--- config.mk ---
export PLATFORM = sky130hd
export DESIGN_NAME = qenc_regs
export DESIGN_NICKNAME = d
export VERILOG_FILES = /design/src/rtl/qenc_pkg.sv /design/src/rtl/qenc_addr_dec.sv /design/src/rtl/qenc_cfg_regs.sv /design/src/rtl/qenc_store_bank.sv /design/src/rtl/qenc_irq_ctl.sv /design/src/rtl/qenc_regs.sv
export SDC_FILE = /design/constraint.sdc
export NUM_CORES = 1
export LEC_CHECK = 0
export BUFFER_PORTS_ARGS = -buffer_cell sky130_fd_sc_hd__buf_2
export CAP_MARGIN = 40
export CORE_ASPECT_RATIO = 1.5
export CORE_MARGIN = 3
export CORE_UTILIZATION = 50
export CTS_BUF_LIST = sky130_fd_sc_hd__clkbuf_2 sky130_fd_sc_hd__clkbuf_4 sky130_fd_sc_hd__clkbuf_8
export DETAILED_ROUTE_END_ITERATION = 8
export GPL_TIMING_DRIVEN = 0
export PLACE_DENSITY_LB_ADDON = 0.2
export SLEW_MARGIN = 30
export SYNTH_ARGS = -nofsm -noshare
export SYNTH_HDL_FRONTEND = slang
export SYNTH_HIERARCHICAL = 1
export SYNTH_SLANG_ARGS = --single-unit
--- constraint.sdc ---
create_clock -name clk -period 3.5 [get_ports clk]
set_input_delay 0.7 -clock clk [delete_from_list [all_inputs] [get_ports clk]]
set_output_delay 0.7 -clock clk [all_outputs]
set_load 0.05 [all_outputs]
--- src/rtl/qenc_pkg.sv ---
// Shared constants for the encoder register block.
// Assumes a 32-bit bus with word-aligned offsets.
package qenc_pkg;
    localparam int QE_DATA_W  = 32;
    localparam int QE_ADDR_W  = 6;
    localparam int QE_FILT_W  = 21;
    localparam int QE_NUM_EVT = 6;
    localparam int QE_NUM_REG = 10;

    // Word indices (byte offset / 4)
    localparam int IX_CTRL   = 0;
    localparam int IX_FILT   = 1;
    localparam int IX_COUNT  = 2;
    localparam int IX_CEIL   = 3;
    localparam int IX_WDOG   = 4;
    localparam int IX_CAPDIV = 5;
    localparam int IX_CNTR   = 6;
    localparam int IX_CAPBUF = 7;
    localparam int IX_ISTAT  = 8;
    localparam int IX_IMASK  = 9;

    // Plain storage words are contiguous
    localparam int STORE_LO  = IX_WDOG;
    localparam int NUM_STORE = IX_CAPBUF - IX_WDOG + 1;

    // Lockable control fields (enable is held separately)
    typedef struct packed {
        logic [2:0] fifo_thr;
        logic       cap_mode;
        logic [1:0] idx_gate;
        logic       rst_mode;
        logic       op_mode;
        logic       swap_ab;
        logic [2:0] edge_sel;
        logic       filt_en;
    } ctrl_cfg_t;
endpackage

--- src/rtl/qenc_addr_dec.sv ---
// Address decoder: turns the byte address into a word index and one
// write strobe per register. Assumes bits 1:0 of the address are don't-care.
module qenc_addr_dec #(
    parameter int ADDR_W   = 6,
    parameter int NUM_REGS = 10,
    localparam int IDX_W   = ADDR_W - 2
) (
    input  logic                bus_sel,
    input  logic                bus_wr,
    input  logic [ADDR_W-1:0]   bus_addr,
    output logic [IDX_W-1:0]    word_idx,
    output logic [NUM_REGS-1:0] wr_stb
);
    logic [1:0] unused_lo;

    // Word index from the aligned part of the address
    assign word_idx  = bus_addr[ADDR_W-1:2];
    assign unused_lo = bus_addr[1:0];

    genvar gi;
    generate
        for (gi = 0; gi < NUM_REGS; gi++) begin : g_stb
            // One write strobe per register word
            assign wr_stb[gi] = bus_sel && bus_wr && (word_idx == IDX_W'(gi));
        end
    endgenerate
endmodule

--- src/rtl/qenc_cfg_regs.sv ---
// Lockable configuration: control fields, filter length and ceiling.
// While enable is set only the enable bit accepts writes.
module qenc_cfg_regs
    import qenc_pkg::*;
#(
    parameter int DATA_W = 32,
    parameter int FILT_W = 21
) (
    input  logic              clk,
    input  logic              rst_n,
    input  logic              ctrl_wr,
    input  logic              filt_wr,
    input  logic              ceil_wr,
    input  logic [DATA_W-1:0] wdata,
    output logic              enable_q,
    output ctrl_cfg_t         cfg_q,
    output logic [FILT_W-1:0] filt_q,
    output logic [DATA_W-1:0] ceil_q
);
    ctrl_cfg_t   cfg_d;
    logic [DATA_W-1:0] unused_wd;

    assign unused_wd = wdata;

    // Unpack the control write data; bits 7 and 15 are skipped (read-only)
    always_comb begin
        cfg_d.filt_en  = wdata[1];
        cfg_d.edge_sel = wdata[4:2];
        cfg_d.swap_ab  = wdata[5];
        cfg_d.op_mode  = wdata[6];
        cfg_d.rst_mode = wdata[8];
        cfg_d.idx_gate = wdata[10:9];
        cfg_d.cap_mode = wdata[11];
        cfg_d.fifo_thr = wdata[14:12];
    end

    // Register updates, gated by the current enable state
    always_ff @(posedge clk) begin
        if (!rst_n) begin
            enable_q <= 1'b0;
            cfg_q    <= '0;
            filt_q   <= '0;
            ceil_q   <= '0;
        end else begin
            if (ctrl_wr) begin
                enable_q <= wdata[0];
                if (!enable_q) cfg_q <= cfg_d;
            end
            if (filt_wr && !enable_q) filt_q <= wdata[FILT_W-1:0];
            if (ceil_wr && !enable_q) ceil_q <= wdata;
        end
    end
endmodule

--- src/rtl/qenc_store_bank.sv ---
// Bank of plain read/write words with no side effects.
module qenc_store_bank #(
    parameter int DATA_W = 32,
    parameter int NUM    = 4
) (
    input  logic                       clk,
    input  logic                       rst_n,
    input  logic [NUM-1:0]             wr_stb,
    input  logic [DATA_W-1:0]          wdata,
    output logic [NUM-1:0][DATA_W-1:0] q
);
    genvar gi;
    generate
        for (gi = 0; gi < NUM; gi++) begin : g_word
            // One storage word, loaded on its strobe
            always_ff @(posedge clk) begin
                if (!rst_n)          q[gi] <= '0;
                else if (wr_stb[gi]) q[gi] <= wdata;
            end
        end
    endgenerate
endmodule

--- src/rtl/qenc_irq_ctl.sv ---
// Sticky event status with write-one-to-clear, a mask and one interrupt.
// An event arriving with a clear in the same cycle wins.
module qenc_irq_ctl #(
    parameter int NUM_EVT = 6
) (
    input  logic               clk,
    input  logic               rst_n,
    input  logic [NUM_EVT-1:0] evt_i,
    input  logic               stat_wr,
    input  logic               mask_wr,
    input  logic [NUM_EVT-1:0] wbits,
    output logic [NUM_EVT-1:0] stat_q,
    output logic [NUM_EVT-1:0] mask_q,
    output logic               irq_o
);
    genvar gi;
    generate
        for (gi = 0; gi < NUM_EVT; gi++) begin : g_bit
            // Status bit: set by event, cleared by a 1 written to it
            always_ff @(posedge clk) begin
                if (!rst_n)                     stat_q[gi] <= 1'b0;
                else if (evt_i[gi])             stat_q[gi] <= 1'b1;
                else if (stat_wr && wbits[gi])  stat_q[gi] <= 1'b0;
            end
        end
    endgenerate

    // Mask register load
    always_ff @(posedge clk) begin
        if (!rst_n)       mask_q <= '0;
        else if (mask_wr) mask_q <= wbits;
    end

    // Interrupt from pending unmasked bits
    assign irq_o = |(stat_q & ~mask_q);
endmodule

--- src/rtl/qenc_regs.sv ---
// Top of the encoder register block: decoder, lockable configuration,
// storage words and interrupt logic, plus the combinational read mux.
// Assumes single-cycle bus accesses with read data taken in the same cycle.
module qenc_regs
    import qenc_pkg::*;
#(
    parameter int DATA_W  = QE_DATA_W,
    parameter int ADDR_W  = QE_ADDR_W,
    parameter int FILT_W  = QE_FILT_W,
    parameter int NUM_EVT = QE_NUM_EVT
) (
    input  logic               clk,
    input  logic               rst_n,
    input  logic               bus_sel,
    input  logic               bus_wr,
    input  logic [ADDR_W-1:0]  bus_addr,
    input  logic [DATA_W-1:0]  bus_wdata,
    output logic [DATA_W-1:0]  bus_rdata,
    input  logic [DATA_W-1:0]  count_i,
    input  logic               fifo_empty_i,
    input  logic               phase_err_i,
    input  logic [NUM_EVT-1:0] evt_i,
    output logic               enable_o,
    output logic               filt_en_o,
    output logic [2:0]         edge_sel_o,
    output logic               swap_ab_o,
    output logic               op_mode_o,
    output logic               rst_mode_o,
    output logic [1:0]         idx_gate_o,
    output logic               cap_mode_o,
    output logic [2:0]         fifo_thr_o,
    output logic [FILT_W-1:0]  filt_len_o,
    output logic [DATA_W-1:0]  ceiling_o,
    output logic               irq_o
);
    localparam int IDX_W = ADDR_W - 2;

    logic [IDX_W-1:0]                word_idx;
    logic [QE_NUM_REG-1:0]           wr_stb;
    ctrl_cfg_t                       cfg_q;
    logic [NUM_STORE-1:0][DATA_W-1:0] store_q;
    logic [NUM_EVT-1:0]              stat_q;
    logic [NUM_EVT-1:0]              mask_q;
    logic [15:0]                     ctrl_rd;

    qenc_addr_dec #(.ADDR_W(ADDR_W), .NUM_REGS(QE_NUM_REG)) u_dec (
        .bus_sel  (bus_sel),
        .bus_wr   (bus_wr),
        .bus_addr (bus_addr),
        .word_idx (word_idx),
        .wr_stb   (wr_stb)
    );

    qenc_cfg_regs #(.DATA_W(DATA_W), .FILT_W(FILT_W)) u_cfg (
        .clk      (clk),
        .rst_n    (rst_n),
        .ctrl_wr  (wr_stb[IX_CTRL]),
        .filt_wr  (wr_stb[IX_FILT]),
        .ceil_wr  (wr_stb[IX_CEIL]),
        .wdata    (bus_wdata),
        .enable_q (enable_o),
        .cfg_q    (cfg_q),
        .filt_q   (filt_len_o),
        .ceil_q   (ceiling_o)
    );

    qenc_store_bank #(.DATA_W(DATA_W), .NUM(NUM_STORE)) u_store (
        .clk    (clk),
        .rst_n  (rst_n),
        .wr_stb (wr_stb[STORE_LO +: NUM_STORE]),
        .wdata  (bus_wdata),
        .q      (store_q)
    );

    qenc_irq_ctl #(.NUM_EVT(NUM_EVT)) u_irq (
        .clk     (clk),
        .rst_n   (rst_n),
        .evt_i   (evt_i),
        .stat_wr (wr_stb[IX_ISTAT]),
        .mask_wr (wr_stb[IX_IMASK]),
        .wbits   (bus_wdata[NUM_EVT-1:0]),
        .stat_q  (stat_q),
        .mask_q  (mask_q),
        .irq_o   (irq_o)
    );

    // Fan the control fields out to the cores
    assign filt_en_o  = cfg_q.filt_en;
    assign edge_sel_o = cfg_q.edge_sel;
    assign swap_ab_o  = cfg_q.swap_ab;
    assign op_mode_o  = cfg_q.op_mode;
    assign rst_mode_o = cfg_q.rst_mode;
    assign idx_gate_o = cfg_q.idx_gate;
    assign cap_mode_o = cfg_q.cap_mode;
    assign fifo_thr_o = cfg_q.fifo_thr;

    // Control word as read back, with the two live status bits merged in
    assign ctrl_rd = {fifo_empty_i, cfg_q.fifo_thr, cfg_q.cap_mode, cfg_q.idx_gate,
                      cfg_q.rst_mode, phase_err_i, cfg_q.op_mode, cfg_q.swap_ab,
                      cfg_q.edge_sel, cfg_q.filt_en, enable_o};

    // Read mux; zero when no read is requested or the offset is unused
    always_comb begin
        bus_rdata = '0;
        if (bus_sel && !bus_wr) begin
            case (word_idx)
                IDX_W'(IX_CTRL):   bus_rdata = {{(DATA_W-16){1'b0}}, ctrl_rd};
                IDX_W'(IX_FILT):   bus_rdata = {{(DATA_W-FILT_W){1'b0}}, filt_len_o};
                IDX_W'(IX_COUNT):  bus_rdata = count_i;
                IDX_W'(IX_CEIL):   bus_rdata = ceiling_o;
                IDX_W'(IX_WDOG):   bus_rdata = store_q[IX_WDOG - STORE_LO];
                IDX_W'(IX_CAPDIV): bus_rdata = store_q[IX_CAPDIV - STORE_LO];
                IDX_W'(IX_CNTR):   bus_rdata = store_q[IX_CNTR - STORE_LO];
                IDX_W'(IX_CAPBUF): bus_rdata = store_q[IX_CAPBUF - STORE_LO];
                IDX_W'(IX_ISTAT):  bus_rdata = {{(DATA_W-NUM_EVT){1'b0}}, stat_q};
                IDX_W'(IX_IMASK):  bus_rdata = {{(DATA_W-NUM_EVT){1'b0}}, mask_q};
                default:           bus_rdata = '0;
            endcase
        end
    end
endmodule

# Yosys cells after proc, flatten, opt, wreduce, memory -nomap -nowiden
# Index checks and enable logic that the tools add are counted.
dict set report op_classes {
  eq_ne 9
  mux 14
  bitwise 3
  n_reduce_logical 30
}
# op count
set ops {}
lappend ops {{32-bit case mux with 10 select lines} 1}
lappend ops {{32-bit two-way mux} 1}
lappend ops {{1-bit logical AND} 19}
lappend ops {{4-bit by 3-bit == test with 1-bit output, second input constant} 4}
lappend ops {{1-bit two-way mux} 12}
lappend ops {{2-bit nonzero test} 6}
lappend ops {{4-bit by 2-bit == test with 1-bit output, second input constant} 2}
lappend ops {{4-bit == test, second input constant} 2}
lappend ops {{6-bit AND} 1}
lappend ops {{6-bit NOT} 1}
lappend ops {{6-bit OR reduction} 1}
lappend ops {{4-bit by 1-bit == test with 1-bit output, second input constant} 1}
lappend ops {{4-bit zero test} 1}
lappend ops {{1-bit zero test} 2}
lappend ops {{2-bit AND reduction} 1}
lappend ops {{1-bit NOT} 1}
dict set report word_totals {
  ff_bits 207
  inputBits 82
  output_inout_bits 100
  elab_cells 78
}

# Logic depth before layout (Yosys ltp)
# Gate-level depths: netlist of run 1.
dict set report depth {
  depth_word 5
  ltp_mapped 8
}

# Modules after synthesis
# Netlist of run 1, hierarchy kept.
# mod instances cells_per_inst area_each_um2 seq_area_each_um2
set modules_own_cells {}
lappend modules_own_cells {qenc_store_bank 1 414 4998.5 2562.5}
lappend modules_own_cells {qenc_cfg_regs 1 256 2582.5 1341.3}
lappend modules_own_cells {qenc_regs 1 307 2324.7 0.0}
lappend modules_own_cells {qenc_irq_ctl 1 54 486.7 240.2}
lappend modules_own_cells {qenc_addr_dec 1 20 118.9 0.0}

# Worst setup path before layout of run 1
# Ideal clock, no wire load.
dict set report synth_timing {
  path_kind {input to output}
  start {input bus_addr[2]}
  end {output bus_rdata[3]}
  arrival_time_ps 2499
  required_time_ps 2800
  slack_ps 301
  cell_stages 7
  n_path_buf 3
  path_cell_list {buf_4 buf_6 buf_6 nor2_2 a22oi_1 o22a_1 a31oi_1}
}
dict set report synth_via {
  elab_chain_cells 3
  word_cells_on_any_way 12
  classes_between {9 x eq/ne; 2 x mux; 1 x reduce/logical}
}
# element line_no
set synth_rtl {}
lappend synth_rtl {{start, declared} qenc_regs.sv:16} ;# input logic [ADDR_W-1:0] bus_addr,
lappend synth_rtl {{4-bit == test (tied with other cells)} qenc_regs.sv:106} ;# case (word_idx)
lappend synth_rtl {{32-bit case mux with 10 select lines *} qenc_regs.sv:106}
lappend synth_rtl {{32-bit two-way mux *} qenc_regs.sv:105} ;# if (bus_sel && !bus_wr) begin
lappend synth_rtl {{end, declared} qenc_regs.sv:18} ;# output logic [DATA_W-1:0] bus_rdata,
# Every way passes the cells marked *; elsewhere a longest branch is shown, timed or not.

# Worst setup path after layout of run 1
# Ends and elaborated chain as after synthesis.

==> impl_metrics.csv, run 1 <==
group,metric,value,unit
power,netSwitchingFraction,25.92,%
worst_setup_path,path_class,"in -> out",
floorplan,io_pins,182,
routing,drt-met1-wl,14170,microns
sta,setup_ws,-0.02925,ns
clock_network,clk_latency,0.53,ns
worst_setup_path,endpoint_kind,"output pin",
clock_network,cts_root_buf,"clkbuf_8",
placed_design,port_buffers,179,
global_routing,grt_pass1_wl,54610,microns
clock_network,cts_tree,"yes",
sta,fin_crit,3.529,ns
synth,yosys_warnings,6,
clock_network,postCtsSetupBuffers,0,
sta,max_freq,0.2833,GHz
global_routing,grt_max_degree,11,
routing,vias,9008,
routing,highest_layer,"met4",
sta,relSlewSlack,44.21,%
global_routing,grt_pass1_vias,9036,
worst_setup_path,required,2.80,ns
sta,fin_worst_skew,0.02017,ns
floorplan,start_util,51.25,%
placed_design,detailed_place_hpwl,26450,microns
power,combPwrFrac,10.3,%
synth,synth_nets,1132,
routing,wl_met2,17360,microns
floorplan,dieArea,22820,sq um
synth,synthCells,1050,
power,power.switching,1.333,mW
routing,drt_iter0_markers,675,
clock_network,cts.sinks,207,
power,irDropWorstVdd,0.2471,mV
clock_network,cts_buffers,34,
finish,area_growth,18.48,%
global_routing,antenna_found_initial,0,
routing,routed_via_density,5.808,
global_routing,overflow,0,
clock_network,clk_pin_slew,0.06,ns
floorplan,coreArea,20500,sq um
power,power,5.144,mW
worst_hold_path,hp-class,"in -> reg",
floorplan,die_x,124.4,microns
worst_setup_path,startpoint_type,"input port",
clock_network,h-tree-depth,2,
status,violations,"negative setup slack",
synth,syn_area_per_cell,10.00,sq um
finish,diodes,0,
global_routing,grt_usage,31.19,%
job,maxCapViolCount,0,
routing,drt_pass1_iterations,7,
status,outcome,"complete, but fails checks",
power,p_leak,4.995,nW
floorplan,row_count,64,
routing,postRouteAntennaNets,0,
power,p_per_area,413.3,nW/um^2
power,pwr-share-seq,46.6,%
placed_design,place_congestion,0.9212,
worst_setup_path,cp.arrival,2.83,ns
sta,finalSetupViolations,1,
clock_network,holdBufCountCts,0,
routing,wl_met3,3078,microns
power,clock_power_share,43.1,%
synth,syn_area,10510,sq um
finish,design_area,12450,sq um
sta,finalCritPeriodShare,100.8,%
worst_setup_path,crit_path_max_fanout,10,
sta,final-hold-violation-count,0,
finish,drive_gt1_share,27.20,%
routing,drcViolationCount,0,
power,p_int,3.811,mW
routing,avgRoutedWirePerCell,23.99,microns
placed_design,placed_area,11730,sq um
clock_network,clk_path_buf_depth,3,
routing,wirelength,37200,microns
sta,drv_slew,0,
floorplan,die_h,183.5,microns
sta,grt_setup_unrepaired,"false",
finish,fin_nets,1347,
sta,tightestPinTransition,0.8369,ns
final timing paths:
kind | startpoint | end | slack (ns) | depth (start not counted)
worst min-delay path | evt_i[3] | u_irq/stat_q[3]$_SDFFE_PN0P_ | 0.42 | 3
worst max register to register | u_cfg/enable_q$_SDFFE_PN0P_ | u_cfg/ceil_q[22]$_SDFFE_PN0P_ | 2.26 | 4
worst min register to register | u_cfg/filt_q[13]$_SDFFE_PN0P_ | u_cfg/filt_q[13]$_SDFFE_PN0P_ | 0.47 | 2
worst max-delay path | bus_addr[2] | bus_rdata[3] | -0.03 | 10
layer usage:
metal	vias up	track usage, %
met5	-	0
met4	0	19.00
met3	144	6.163
met2	491	52.45
met1	4264	36.75
li1	4109	-
cell type report:
class                           count  area [sq um]
Fill cell                        1890          8053
Multi-Input combinational cell    743          5539
Sequential cell                   207          4144
Timing Repair Buffer              179         895.9
Buffer                             91         795.8
Clock buffer                       56         695.7
Tap cell                          264         330.3
Inverter                            9         33.78
Clock inverter                      2         12.51
critical path, stage by stage:
cell,delay (ns)
buf_2,0.13
buf_4,0.13
buf_6,0.13
buf_6,0.17
nor2_2,0.38
buf_4,0.33
a22o_1,0.16
nand2_1,0.12
a31oi_1,0.25
buf_2,0.31
power by group through the flow:
stage	clock, mW	sequential (mW)	combinational, mW
after floorplan	0	2.46	0.276
after global placement	0	2.45	0.514
after CTS	2.23	2.40	0.518
after detailed placement	0	2.45	0.516
final	2.22	2.40	0.532
after global routing	2.35	2.40	0.547
layout by cell type, fill, tap and decap left out, types with 7 or more instances in the layout:
cell type    n
mux2i_1    241
buf_2      211
dfxtp_1    207
nor2b_1    149
nand2_1    116
clkbuf_8    44
nor2_1      31
a22oi_1     28
a21oi_1     20
buf_6       19
a22o_1      18
o22ai_1     16
buf_4       15
mux2_2      15
buf_12      13
clkbuf_4    12
nor3_1      11
nand2b_1     9
inv_1        9
nand3_1      8
o31a_1       8
clkbuf_1     7
repair_timing:
item                                    in CTS  in global routing
gates cloned                                 0                  0
endpoints found under the setup margin       9                  2
gates resized for setup                      3                  2
through the flow:
stage	hold WS [ns]	instances	util, %	TNS [ns]	setup slack, ns
after detailed placement	0.4612	1493	57.23	-0.3769	-0.1071
after global placement	0.4556	1493	57.23	-0.4642	-0.1425
after global routing	0.4216	1551	60.72	0	0.001782
after floorplan	0.4738	1050	-	0	0.3007
final	0.4160	1551	60.72	-0.02925	-0.02925
after CTS	0.4052	1551	60.71	0	0.01934
state kept, by name, summed over array words and instances (netlist names):
register	flops
u_cfg/ceil_q	32
u_cfg/cfg_q	13
u_cfg/enable_q	1
u_cfg/filt_q	21
u_irq/mask_q	6
u_irq/stat_q	6
u_store/q	128
(Power assumes the default switching activity.)
==> run 2: changes to the inputs <==
Settings changed: SLEW_MARGIN 30 to 0.
Clock period 3.5 ns to 3.7 ns, I/O delays scaled along.
==> run 2 against run 1 <==
Compared with the run above:
- the run still ends with negative setup slack left
- sequential share of layout area hardly changed
- die area stayed put
- register-to-register slack better by 0.20 ns
- largest power group unchanged
- via count is 0.17% higher
- global-route usage stayed put
- critical path type unchanged
- final area hardly changed
- clock-buffer cell count stayed put
- critical path depth is 2 lower
- non-clock buffer count stayed put
==> impl_metrics.csv, run 2 (synthesis gave the netlist of run 1 again) <==
group,metric,value,unit
status,outcome,"complete, but fails checks",
status,violations,"negative setup slack",
worst_hold_path,holdPathEnd,"u_irq/stat_q[3]$_SDFFE_PN0P_",
worst_hold_path,hp-start,"evt_i[3]",
floorplan,io_pins,182,
finish,diodes,0,
placed_design,detailed_place_hpwl,26450,microns
sta,finalCritPeriodShare,100.6,%
routing,drcViolationCount,0,
sta,fin_worst_skew,0.01547,ns
global_routing,grt_max_degree,11,
finish,regMostFlops,"u_store/q",
clock_network,clk_pin_slew,0.06,ns
finish,design_area,12440,sq um
power,p_per_area,390.9,nW/um^2
power,power.switching,1.259,mW
finish,most-common-layout-cells,"mux2i_1 (241), buf_2 (211), dfxtp_1 (207)",
clock_network,cts_tree,"yes",
power,combPwrFrac,10.3,%
clock_network,clk_path_buf_depth,3,
sta,max_freq,0.2687,GHz
worst_setup_path,path_class,"in -> out",
sta,setup_ws,-0.02153,ns
global_routing,grt_usage,31.19,%
worst_setup_path,required,2.96,ns
placed_design,port_buffers,179,
finish,final_util,60.70,%
clock_network,cts.sinks,207,
global_routing,antenna_found_initial,0,
finish,largest_register_ffs,128,
sta,fin_crit,3.722,ns
global_routing,overflow,0,
sta,tightestPinTransition,0.8642,ns
placed_design,placed_area,11730,sq um
power,clock_power_share,43.1,%
floorplan,die_x,124.4,microns
power,pwr-share-seq,46.6,%
worst_hold_path,min_delay_path_depth,3,
global_routing,grt_pass1_vias,9036,
finish,drive_gt1_share,27.04,%
placed_design,place_congestion,0.9212,
worst_setup_path,endpoint_kind,"output pin",
worst_setup_path,worst-r2r-cell-count,4,
routing,drt_iter0_markers,639,
clock_network,cts_buffers,34,
worst_setup_path,cp.arrival,2.98,ns
sta,relSlewSlack,42.17,%
clock_network,h-tree-depth,2,
routing,avgRoutedWirePerCell,23.99,microns
sta,drv_slew,0,
clock_network,postCtsSetupBuffers,0,
job,maxCapViolCount,0,
worst_setup_path,crit_path_max_fanout,10,
sta,finalSetupTns,-0.02153,ns
routing,drt_pass1_iterations,7,
floorplan,row_count,64,
sta,finalSetupViolations,1,
finish,final_common_cell,"mux2i_1",
clock_network,clk_latency,0.52,ns
routing,routed_via_density,5.818,
finish,fillerInstances,1889,
power,p_int,3.604,mW
finish,fin_nets,1347,
clock_network,cts_root_buf,"clkbuf_8",
worst_setup_path,worstReg2RegEnd,"u_cfg/ceil_q[22]$_SDFFE_PN0P_",
floorplan,dieArea,22820,sq um
worst_setup_path,startpoint_type,"input port",
power,p_leak,4.992,nW
routing,wirelength,37200,microns
worst_setup_path,rr_startpoint,"u_cfg/enable_q$_SDFFE_PN0P_",
worst_setup_path,reg2reg_slack,2.46,ns
sta,grt_setup_unrepaired,"false",
sta,final-hold-violation-count,0,
floorplan,die_h,183.5,microns
floorplan,coreArea,20500,sq um
finish,top_regs,"u_store/q x128, u_cfg/ceil_q x32, u_cfg/filt_q x21",
routing,postRouteAntennaNets,0,
power,irDropWorstVdd,0.2341,mV
global_routing,grt_pass1_wl,54610,microns
power,netSwitchingFraction,25.89,%
worst_hold_path,hp-class,"in -> reg",
floorplan,start_util,51.25,%
routing,vias,9023,
finish,area_growth,18.45,%
## run 2: changes by cell type in the layout (fill, tap and decap cells not counted)
cell and delta:
buf_4 -1, clkbuf_1 +1, clkbuf_2 -1, clkbuf_4 +1, nor2_1 +1, nor2_2 -1
## run 2: final cells by class
type                    count  area [sq um]  area share (%)
plain buffers              91         794.5           6.385
clock buffers              56         695.7           5.591
multi-input cells         743          5537           44.49
flip-flops and latches    207          4144           33.30
repair buffers            179         895.9           7.200
clock inverters             2         12.51          0.1006
well taps                 264         330.3           2.655
inverters                   9         33.78          0.2715
## run 2: layer usage
layer  share of wire (%)  track usage (%)  wire length [microns]  vias to the layer above
li1                    -                -                      -                     4107
met4                 6.6            19.00                   2462                        0
met2                  47            52.45                  17480                      513
met5                   0                0                      0                        -
met3                 8.5            6.163                   3159                      133
met1                  38            36.75                  14100                     4270
## run 2: power groups by stage
stage          Combinational [mW]  Sequential, mW  Clock (mW)
2_1_floorplan               0.261            2.33           0
3_3_place_gp                0.486            2.31           0
3_5_place_dp                0.488            2.32           0
4_1_cts                     0.489            2.27        2.11
5_1_grt                     0.517            2.27        2.22
6_report                    0.503            2.27        2.09
## run 2: worst max-delay path by stage
| stage | from | end | depth (start not counted) |
|---|---|---|---|
| floorplan | bus_addr[2] | bus_rdata[3] | 7 |
| global placement | bus_addr[2] | bus_rdata[3] | 10 |
| detailed placement | bus_addr[2] | bus_rdata[3] | 10 |
| CTS | bus_addr[2] | bus_rdata[3] | 10 |
| global route | bus_addr[4] | bus_rdata[3] | 8 |
| finish | bus_addr[4] | bus_rdata[3] | 8 |
## run 2: critical path, stage by stage
cell and delay (ns):
buf_2 0.13, buf_4 0.14, buf_6 0.14, buf_2 0.24, nor2_1 0.70, nand2_1 0.29
a31oi_1 0.28, buf_2 0.31
## run 2: timing repair
action                     4_1_cts  5_1_grt
setup endpoints to repair        0       11
resized for setup                0        3
hold buffers                     0        0
## run 2: through the flow
| step | instances | setup WS [ns] | total power [mW] | hold slack, ns |
|---|---|---|---|---|
| after CTS | 1551 | 0.003430 | 4.868 | 0.4452 |
| after detailed placement | 1493 | 0.01294 | 2.803 | 0.4612 |
| after global placement | 1493 | -0.02246 | 2.800 | 0.4556 |
| after floorplan | 1050 | 0.4207 | 2.588 | 0.4738 |
| final | 1551 | -0.02153 | 4.864 | 0.4539 |
| after global routing | 1551 | 0.02545 | 5.008 | 0.4616 |
==> run 3: changes to the inputs <==
Settings changed: CTS_CLUSTER_SIZE set to 40, PLACE_DENSITY set to 0.79, PLACE_DENSITY_LB_ADDON 0.2 to unset.
==> run 3 against run 2 <==
Compared with the run above:
- the run now ends clean
- fmax is 1.0% higher
- clock-buffer cell count is 9 lower
- clock skew is 0.0044 ns lower
- combinational power hardly changed
- sequential power hardly changed
- final area is 0.59% lower
- register-to-register slack hardly changed
- core utilization is 0.36 points lower
- sequential cell count stayed put
- sequential share of layout area is 0.20 points higher
- worst setup slack better by 0.039 ns
- largest cell class unchanged
- largest power group unchanged
==> impl_metrics.csv, run 3 (synthesis gave the netlist of run 1 again) <==
group,metric,value,unit
global_routing,grt_usage,30.55,%
worst_setup_path,cp.arrival,2.94,ns
clock_network,clk_latency,0.53,ns
floorplan,die_x,124.4,microns
global_routing,grt_pass1_vias,9147,
worst_setup_path,path_cells,"buf_2 -> buf_4 -> buf_6 -> buf_2 -> nor2_1 -> nand2_1 -> a31oi_1 -> buf_2",
placed_design,detailed_place_hpwl,26110,microns
clock_network,clk_path_buf_depth,3,
sta,fin_worst_skew,0.01112,ns
sta,relSlewSlack,41.75,%
worst_setup_path,slowest_delay,0.68,ns
routing,vias,9116,
clock_network,cts_buffers,34,
worst_setup_path,startpoint_type,"input port",
routing,drt_pass1_iterations,5,
finish,top_regs,"u_store/q x128, u_cfg/ceil_q x32, u_cfg/filt_q x21",
clock_network,postCtsSetupBuffers,0,
sta,max_freq,0.2715,GHz
worst_setup_path,endpoint_kind,"output pin",
clock_network,cts_tree,"yes",
routing,postRouteAntennaNets,0,
floorplan,die_h,183.5,microns
sta,grt_setup_unrepaired,"false",
power,p_leak,4.954,nW
placed_design,place_congestion,0.9380,
finish,drive_gt1_share,26.76,%
finish,final_common_cell,"mux2i_1",
clock_network,holdBufCountCts,0,
global_routing,antenna_found_initial,0,
floorplan,row_count,64,
power,p_per_area,381.6,nW/um^2
placed_design,place_inst,1493,
sta,finalCritPeriodShare,99.54,%
worst_setup_path,critPathMostFrequentCell,"buf_2",
global_routing,grt_max_degree,11,
routing,drcViolationCount,0,
power,irDropWorstVdd,0.3241,mV
placed_design,port_buffers,179,
worst_setup_path,path_class,"in -> out",
job,maxCapViolCount,0,
finish,regMostFlops,"u_store/q",
worst_setup_path,critPathSlowestCell,"nor2_1",
clock_network,clk_pin_slew,0.05,ns
sta,finalSetupTns,0,ns
global_routing,grt_pass1_wl,54110,microns
clock_network,cts_root_buf,"clkbuf_8",
floorplan,dieArea,22820,sq um
finish,most-common-layout-cells,"mux2i_1 (241), buf_2 (212), dfxtp_1 (207)",
routing,avgRoutedWirePerCell,23.64,microns
finish,largest_register_ffs,128,
power,power,4.720,mW
finish,fin_nets,1347,
worst_hold_path,hp-class,"in -> reg",
finish,area_growth,17.75,%
worst_setup_path,crit_path_max_fanout,10,
sta,finalSetupViolations,0,
sta,drv_slew,0,
floorplan,coreArea,20500,sq um
worst_setup_path,critPathBufInv,5,
routing,wirelength,36560,microns
worst_setup_path,required,2.96,ns
routing,drt_iter0_markers,864,
floorplan,io_pins,182,
clock_network,cts.sinks,207,
sta,final-hold-violation-count,0,
routing,routed_via_density,5.893,
status,outcome,"complete, no violations",
sta,tightestPinTransition,0.8737,ns
finish,final_cells,1547,
clock_network,h-tree-depth,2,
floorplan,start_util,51.25,%
global_routing,overflow,0,
worst_setup_path,timing.critical_path.max_delay_family,"simple AND/OR/NAND/NOR gates",
sta,fin_crit,3.683,ns
[run 3: worst register-to-register path, stage by stage (launching register included)]
cell and delay [ns]:
dfxtp_1 0.45, nand2b_4 0.18, buf_6 0.12, buf_6 0.21, mux2i_1 0.21
[run 3: where the power goes]
part | switching, mW | total [mW] | internal [mW]
Clock | 0.920 | 1.95 | 1.03
Combinational | 0.327 | 0.500 | 0.173
Sequential | 0.0158 | 2.27 | 2.25
[run 3: path summary, 6_finish.rpt]
| path | startpoint | to | slack (ns) | depth (start not counted) |
|---|---|---|---|---|
| worst max-delay path | bus_addr[4] | bus_rdata[3] | 0.02 | 8 |
| worst min-delay path | evt_i[4] | u_irq/stat_q[4]$_SDFFE_PN0P_ | 0.44 | 3 |
| worst max register to register | u_cfg/enable_q$_SDFFE_PN0P_ | u_cfg/ceil_q[18]$_SDFFE_PN0P_ | 2.45 | 4 |
| worst min register to register | u_cfg/ceil_q[10]$_SDFFE_PN0P_ | u_cfg/ceil_q[10]$_SDFFE_PN0P_ | 0.47 | 2 |
[run 3: timing repair]
item                                    in CTS  in global routing
resized for setup                            0                  3
endpoints found under the setup margin       0                  6
endpoints found under the hold margin        0                  0
[run 3: layout make-up]
cell class,instances,area (sq um)
clock inverters,6,32.53
clock buffers,47,596.8
repair buffers,179,895.9
flip-flops and latches,207,4144
inverters,9,33.78
diodes,1,2.502
fillers,1842,8130
plain buffers,91,792.0
multi-input cells,743,5542
well taps,264,330.3
[run 3: through the flow]
step / hold WS (ns) / instance area [sq um] / utilization [%] / setup slack [ns]
after floorplan: 0.4738 / 10510 / - / 0.4207
after global placement: 0.4531 / 11730 / 57.23 / 0.04817
after detailed placement: 0.4665 / 11730 / 57.23 / 0.05753
after CTS: 0.4382 / 12360 / 60.30 / 0.05045
after global routing: 0.4647 / 12370 / 60.33 / 0.05907
final: 0.4416 / 12370 / 60.34 / 0.01709
[run 3: layer usage]
metal | global-route usage (%) | up-vias | share of wire [%]
met1 | 35.47 | 4347 | 37
met4 | 17.73 | 0 | 5.9
met2 | 52.19 | 534 | 48
met3 | 6.395 | 134 | 8.5
li1 | - | 4101 | -
met5 | 0 | - | 0
